### src/rtl/nmi_mask_pkg.sv
package nmi_mask_pkg;
  localparam int unsigned CCR_W  = 8;
  localparam int unsigned X_BIT  = 6;
  localparam int unsigned I_BIT  = 4;
  localparam logic [CCR_W-1:0] CCR_RST = (CCR_W'(1) << X_BIT) | (CCR_W'(1) << I_BIT);

  typedef enum logic [1:0] {
    ST_IDLE = 2'd0,
    ST_WAIT = 2'd1,
    ST_ACK  = 2'd2
  } stub_st_e;
endpackage

### src/rtl/nmi_sync.sv
module nmi_sync #(
  parameter int unsigned WIDTH  = 2,
  parameter int unsigned STAGES = 2
) (
  input  logic             clk_i,
  input  logic             rst_ni,
  input  logic [WIDTH-1:0] d_i,
  output logic [WIDTH-1:0] q_o
);
  logic [WIDTH-1:0] stg_q [STAGES];

  always_ff @(posedge clk_i or negedge rst_ni) begin
    if (!rst_ni) begin
      for (int s = 0; s < STAGES; s++) stg_q[s] <= '0;
    end else begin
      stg_q[0] <= d_i;
      for (int s = 1; s < STAGES; s++) stg_q[s] <= stg_q[s-1];
    end
  end

  assign q_o = stg_q[STAGES-1];
endmodule

### src/rtl/nmi_ccr_reg.sv
module nmi_ccr_reg
  import nmi_mask_pkg::*;
(
  input  logic             clk_i,
  input  logic             rst_ni,
  input  logic             we_i,
  input  logic [CCR_W-1:0] wdata_i,
  input  logic             set_x_i,
  input  logic             set_i_i,
  output logic [CCR_W-1:0] ccr_o
);
  for (genvar b = 0; b < CCR_W; b++) begin : g_bit
    if (b == X_BIT) begin : g_x
      // set-reset latch: set dominates, software can only clear
      always_ff @(posedge clk_i or negedge rst_ni) begin
        if (!rst_ni)                 ccr_o[b] <= CCR_RST[b];
        else if (set_x_i)            ccr_o[b] <= 1'b1;
        else if (we_i && !wdata_i[b]) ccr_o[b] <= 1'b0;
      end
    end else if (b == I_BIT) begin : g_i
      always_ff @(posedge clk_i or negedge rst_ni) begin
        if (!rst_ni)      ccr_o[b] <= CCR_RST[b];
        else if (set_i_i) ccr_o[b] <= 1'b1;
        else if (we_i)    ccr_o[b] <= wdata_i[b];
      end
    end else begin : g_plain
      always_ff @(posedge clk_i or negedge rst_ni) begin
        if (!rst_ni)   ccr_o[b] <= CCR_RST[b];
        else if (we_i) ccr_o[b] <= wdata_i[b];
      end
    end
  end
endmodule

### src/rtl/nmi_seq_stub.sv
module nmi_seq_stub
  import nmi_mask_pkg::*;
#(
  parameter int unsigned ACK_LAT = 2
) (
  input  logic clk_i,
  input  logic rst_ni,
  input  logic xpend_i,
  input  logic ipend_i,
  output logic ack_x_o,
  output logic ack_i_o
);
  localparam int unsigned CNT_W = (ACK_LAT > 1) ? $clog2(ACK_LAT) : 1;
  localparam logic [CNT_W-1:0] CNT_LAST = CNT_W'(ACK_LAT - 1);

  stub_st_e         st_q;
  logic [CNT_W-1:0] cnt_q;
  logic             any_pend;

  assign any_pend = xpend_i | ipend_i;

  always_ff @(posedge clk_i or negedge rst_ni) begin
    if (!rst_ni) begin
      st_q  <= ST_IDLE;
      cnt_q <= '0;
    end else begin
      unique case (st_q)
        ST_IDLE: if (any_pend) begin
          st_q  <= ST_WAIT;
          cnt_q <= '0;
        end
        ST_WAIT: begin
          if (!any_pend)             st_q  <= ST_IDLE;
          else if (cnt_q == CNT_LAST) st_q  <= ST_ACK;
          else                       cnt_q <= cnt_q + 1'b1;
        end
        ST_ACK:  st_q <= ST_IDLE;
        default: st_q <= ST_IDLE;
      endcase
    end
  end

  // non-maskable source has priority
  assign ack_x_o = (st_q == ST_ACK) && xpend_i;
  assign ack_i_o = (st_q == ST_ACK) && ipend_i && !xpend_i;
endmodule

### src/rtl/nmi_stack_img.sv
module nmi_stack_img
  import nmi_mask_pkg::*;
(
  input  logic             clk_i,
  input  logic             rst_ni,
  input  logic             ack_i,
  input  logic [CCR_W-1:0] ccr_i,
  output logic             valid_o,
  output logic [CCR_W-1:0] img_o
);
  always_ff @(posedge clk_i or negedge rst_ni) begin
    if (!rst_ni) begin
      valid_o <= 1'b0;
      img_o   <= '0;
    end else begin
      valid_o <= ack_i;
      if (ack_i) img_o <= ccr_i;
    end
  end
endmodule

### src/rtl/nmi_mask_ctrl.sv
module nmi_mask_ctrl
  import nmi_mask_pkg::*;
#(
  parameter int unsigned SYNC_STAGES = 2,
  parameter int unsigned ACK_LAT     = 2
) (
  input  logic             clk_i,
  input  logic             rst_ni,
  input  logic             xirq_i,
  input  logic             irq_i,
  input  logic             ccr_we_i,
  input  logic [CCR_W-1:0] ccr_wdata_i,
  output logic             xirq_pend_o,
  output logic             irq_pend_o,
  output logic             ack_xirq_o,
  output logic             ack_irq_o,
  output logic             stack_valid_o,
  output logic [CCR_W-1:0] stack_ccr_o,
  output logic [CCR_W-1:0] ccr_o,
  output logic             x_mask_o,
  output logic             i_mask_o
);
  logic [1:0]       req_s;
  logic [CCR_W-1:0] ccr_q;

  nmi_sync #(.WIDTH(2), .STAGES(SYNC_STAGES)) u_sync (
    .clk_i (clk_i),
    .rst_ni(rst_ni),
    .d_i   ({irq_i, xirq_i}),
    .q_o   (req_s)
  );

  nmi_ccr_reg u_ccr (
    .clk_i  (clk_i),
    .rst_ni (rst_ni),
    .we_i   (ccr_we_i),
    .wdata_i(ccr_wdata_i),
    .set_x_i(ack_xirq_o),
    .set_i_i(ack_irq_o),
    .ccr_o  (ccr_q)
  );

  assign xirq_pend_o = req_s[0] && !ccr_q[X_BIT];
  assign irq_pend_o  = req_s[1] && !ccr_q[I_BIT];

  nmi_seq_stub #(.ACK_LAT(ACK_LAT)) u_stub (
    .clk_i  (clk_i),
    .rst_ni (rst_ni),
    .xpend_i(xirq_pend_o),
    .ipend_i(irq_pend_o),
    .ack_x_o(ack_xirq_o),
    .ack_i_o(ack_irq_o)
  );

  nmi_stack_img u_stack (
    .clk_i  (clk_i),
    .rst_ni (rst_ni),
    .ack_i  (ack_xirq_o | ack_irq_o),
    .ccr_i  (ccr_q),
    .valid_o(stack_valid_o),
    .img_o  (stack_ccr_o)
  );

  assign ccr_o    = ccr_q;
  assign x_mask_o = ccr_q[X_BIT];
  assign i_mask_o = ccr_q[I_BIT];
endmodule

### config.mk
export PLATFORM = sky130hd
export DESIGN_NAME = nmi_mask_ctrl
export DESIGN_NICKNAME = d
export VERILOG_FILES = /design/src/rtl/nmi_mask_pkg.sv /design/src/rtl/nmi_sync.sv /design/src/rtl/nmi_ccr_reg.sv /design/src/rtl/nmi_seq_stub.sv /design/src/rtl/nmi_stack_img.sv /design/src/rtl/nmi_mask_ctrl.sv
export SDC_FILE = /design/constraint.sdc
export NUM_CORES = 1
export LEC_CHECK = 0
export BUFFER_PORTS_ARGS = -buffer_cell sky130_fd_sc_hd__clkbuf_2
export CORE_ASPECT_RATIO = 0.75
export CORE_MARGIN = 2
export CORE_UTILIZATION = 46
export CTS_CLUSTER_SIZE = 24
export DETAILED_ROUTE_END_ITERATION = 7
export MAX_ROUTING_LAYER = met4
export PLACE_DENSITY = 0.76
export RECOVER_POWER = 25
export SKIP_CTS_REPAIR_TIMING = 1
export SYNTH_ARGS = -nofsm -noshare
export SYNTH_HDL_FRONTEND = slang
export SYNTH_SLANG_ARGS = --single-unit
### constraint.sdc
create_clock -name clk_i -period 1.6 [get_ports clk_i]
set_input_delay 0.16 -clock clk_i [delete_from_list [all_inputs] [get_ports clk_i]]
set_output_delay 0.16 -clock clk_i [all_outputs]
set_load 0.02 [all_outputs]
==> impl_results.md <==
* Worst path required time at 1.44 ns
* Synth Register Bits at 24
* Rel. slew slack at 0.617
* Leakage power total at 0.618 nW
* Slowest cell on the critical path: dfstp_2
* # clock sinks at 24
* Mean area per synthesized cell at 16.7 um2
* Max Buffers Root-to-Sink at 2
* Fmax at 650 MHz
* Largest cells by area after synthesis: dfrtp_1 59%, mux2_2 14%, dfstp_2 5.6%, nor2b_4 4.4%, o21ai_4 1.7%
* Post-Syn Nets at 69
* PwrDens at 1550 mW/mm2
* CP Cell Sequence: nor2b_4 > and3b_2 > buf_4
* Max Cap Viol at 0
* Crit-path max cell delay at 0.61 ns
* CP endpoint kind: output pin
* DPL Wire Length at 1.12 mm
* Residual DRC at 0
* Seq/Total Area, Yosys at 0.646
* Final Hold Fails at 0
* Share of the synthesized area in the top cell type at 0.590
* Post-DR wirelength/cell at 13.1 um
* I/O pins at 36
* Ys Warns at 0
* Mapped Area at 933 um2
* Final setup viols at 0
* Cell count after synthesis at 56
* Setup WS pre-CTS at 0.158 ns
* Min-delay worst type: in2reg
* Area delta synth->final at 26.7%
* Period utilization at 0.961
* # diodes at 0
* H-tree Lvls at 1
* Max rail drop VDD at 775 uV
* Critical Path Fanout Max at 5
* Async S/R FF share, synth at 1.00
* Most used DFF post-synth: dfrtp_1
* Reg clk slew, reported paths at 0.12 ns
* RSZ-0062 raised after global routing: false
* TritonCTS clock tree: yes
* GRT overflow at 0
* CP top delay family: flip-flops
* Num CTS Buffers at 3
* Fillers at 175
* Routed Antenna Nets at 0
* Synth area leader: dfrtp_1
* Synth top cells by count: 22 x dfrtp_1, 12 x mux2_2, 3 x nor2b_4
* Largest net degree at the start of global routing at 25
* DIE HEIGHT at 43.0 um
* Core Region at 0.00196 mm2
* Hold_ws at 0.0732 ns
* First-pass GRT wire length at 2.65 mm
* DR vias at 606
* Setup Skew at 0.00318 ns
* Worst skew pair latency at 0.30 ns
* Most common cell in the synthesized netlist: dfrtp_1
* Setup CP Type: reg2out
* 1st-iter DRT viols at 3
* Crit path depth at 3
* Netlist cell types at 20
* Critical path buffer and inverter count at 1
* Tightest Pin Transition at 0.574 ns
* Vias per inst at 5.05
* Die Wd at 56.0 um
* Router iterations before antenna repair at 4
* Share of layout cells above drive strength 1 at 0.667
* Antenna violations before repair at 0
* EDFF count, synth at 0
* Total GRT Usage at 0.154
* Final WL at 1.57 mm
* Placer Congestion at 0.746
* Final Max Tran Viols at 0
* Final worst setup slack at 0.0618 ns
* Die ar. at 0.00241 mm2
* Row count at 14
* Crit path DAT at 1.38 ns
* Vias in the first global route at 542
* Critical Path Start Type: flop
* Port Buffers at 35
* Status: finished clean
* Reg2reg path depth at 3
* Tot Pwr at 1.83 mW
* Root Buffer: clkbuf_4
* Min cycle time layout at 1.54 ns
* Setup TNS at 0 ns
* Min-Delay Path Depth at 2
* # nets final at 111
* Initial Utilization at 0.476
-- where the power goes --
part	switching, mW	internal, mW	total [mW]
sequential	0.119	0.783	0.902
clock	0.164	0.0879	0.252
combinational	0.365	0.309	0.674
-- layer usage --
| layer | track usage | wire length [um] |
|---|---|---|
| met5 | - | 0 |
| met4 | 0.0762 | 30 |
| met2 | 0.233 | 790 |
| met1 | 0.186 | 652 |
| met3 | 0.0549 | 95 |
-- through the flow --
step | utilization | cell area (um2) | cells
finish | 0.603 | 1180 | 120
global route | 0.603 | 1180 | 120
CTS | 0.578 | 1130 | 115
detailed placement | 0.567 | 1110 | 112
global placement | 0.567 | 1110 | 112
floorplan | - | 933 | 56
-- final timing paths --
check	startpoint	endpoint	slack (ns)
worst max-delay path	u_ccr.ccr_o[6]$_DFFE_PN1P_	ack_irq_o	0.06
min in group asynchronous	rst_ni	u_stub.st_q[1]$_DFFE_PN0P_	0.37
worst min register to register	u_sync.stg_q[3]$_DFF_PN0_	u_sync.q_o[1]$_DFF_PN0_	0.36
worst max register to register	u_ccr.ccr_o[6]$_DFFE_PN1P_	u_stack.img_o[2]$_DFFE_PN0P_	0.13
max in group asynchronous	rst_ni	u_stack.img_o[5]$_DFFE_PN0P_	0.86
worst min-delay path	ccr_wdata_i[4]	u_ccr.ccr_o[4]$_DFFE_PN1P_	0.07
-- state kept, by name, summed over array words and instances (netlist names) --
| register | flops |
|---|---|
| u_ccr.ccr_o | 8 |
| u_stack.img_o | 8 |
| u_stack.valid_o | 1 |
| u_stub.cnt_q | 1 |
| u_stub.st_q | 2 |
| u_sync.q_o | 2 |
| u_sync.stg_q | 2 |
-- cells by family (layout without fill, tap and decap cells) --
logic type	Yosys count	in the layout	share of synthesized area
muxes	13	13	0.161
AOI/OAI and AO/OA	7	7	0.0751
DFF	24	24	0.646
buffers and inverters	4	44	0.0322
and+or+nand+nor	8	8	0.0858
-- area by class of cell --
cell class / count / area (um2) / area share
Tap cell: 24 / 30.0 / 0.0254
Sequential cell: 24 / 603 / 0.510
Inverter: 1 / 3.75 / 0.00317
Clock buffer: 3 / 22.5 / 0.0190
Timing Repair Buffer: 40 / 223 / 0.188
Multi-Input combinational cell: 28 / 300 / 0.254
-- cell usage in the layout, fill, tap and decap left out, types with 2 or more instances in the layout --
master / synthesis / routed
dlygate4sd3_1: 0 / 3
buf_4: 2 / 3
dfstp_2: 2 / 2
dfrtp_1: 22 / 22
clkbuf_2: 0 / 34
mux2_2: 12 / 12
clkbuf_4: 0 / 3
nor2b_4: 3 / 3
(Power assumes the default switching activity.)
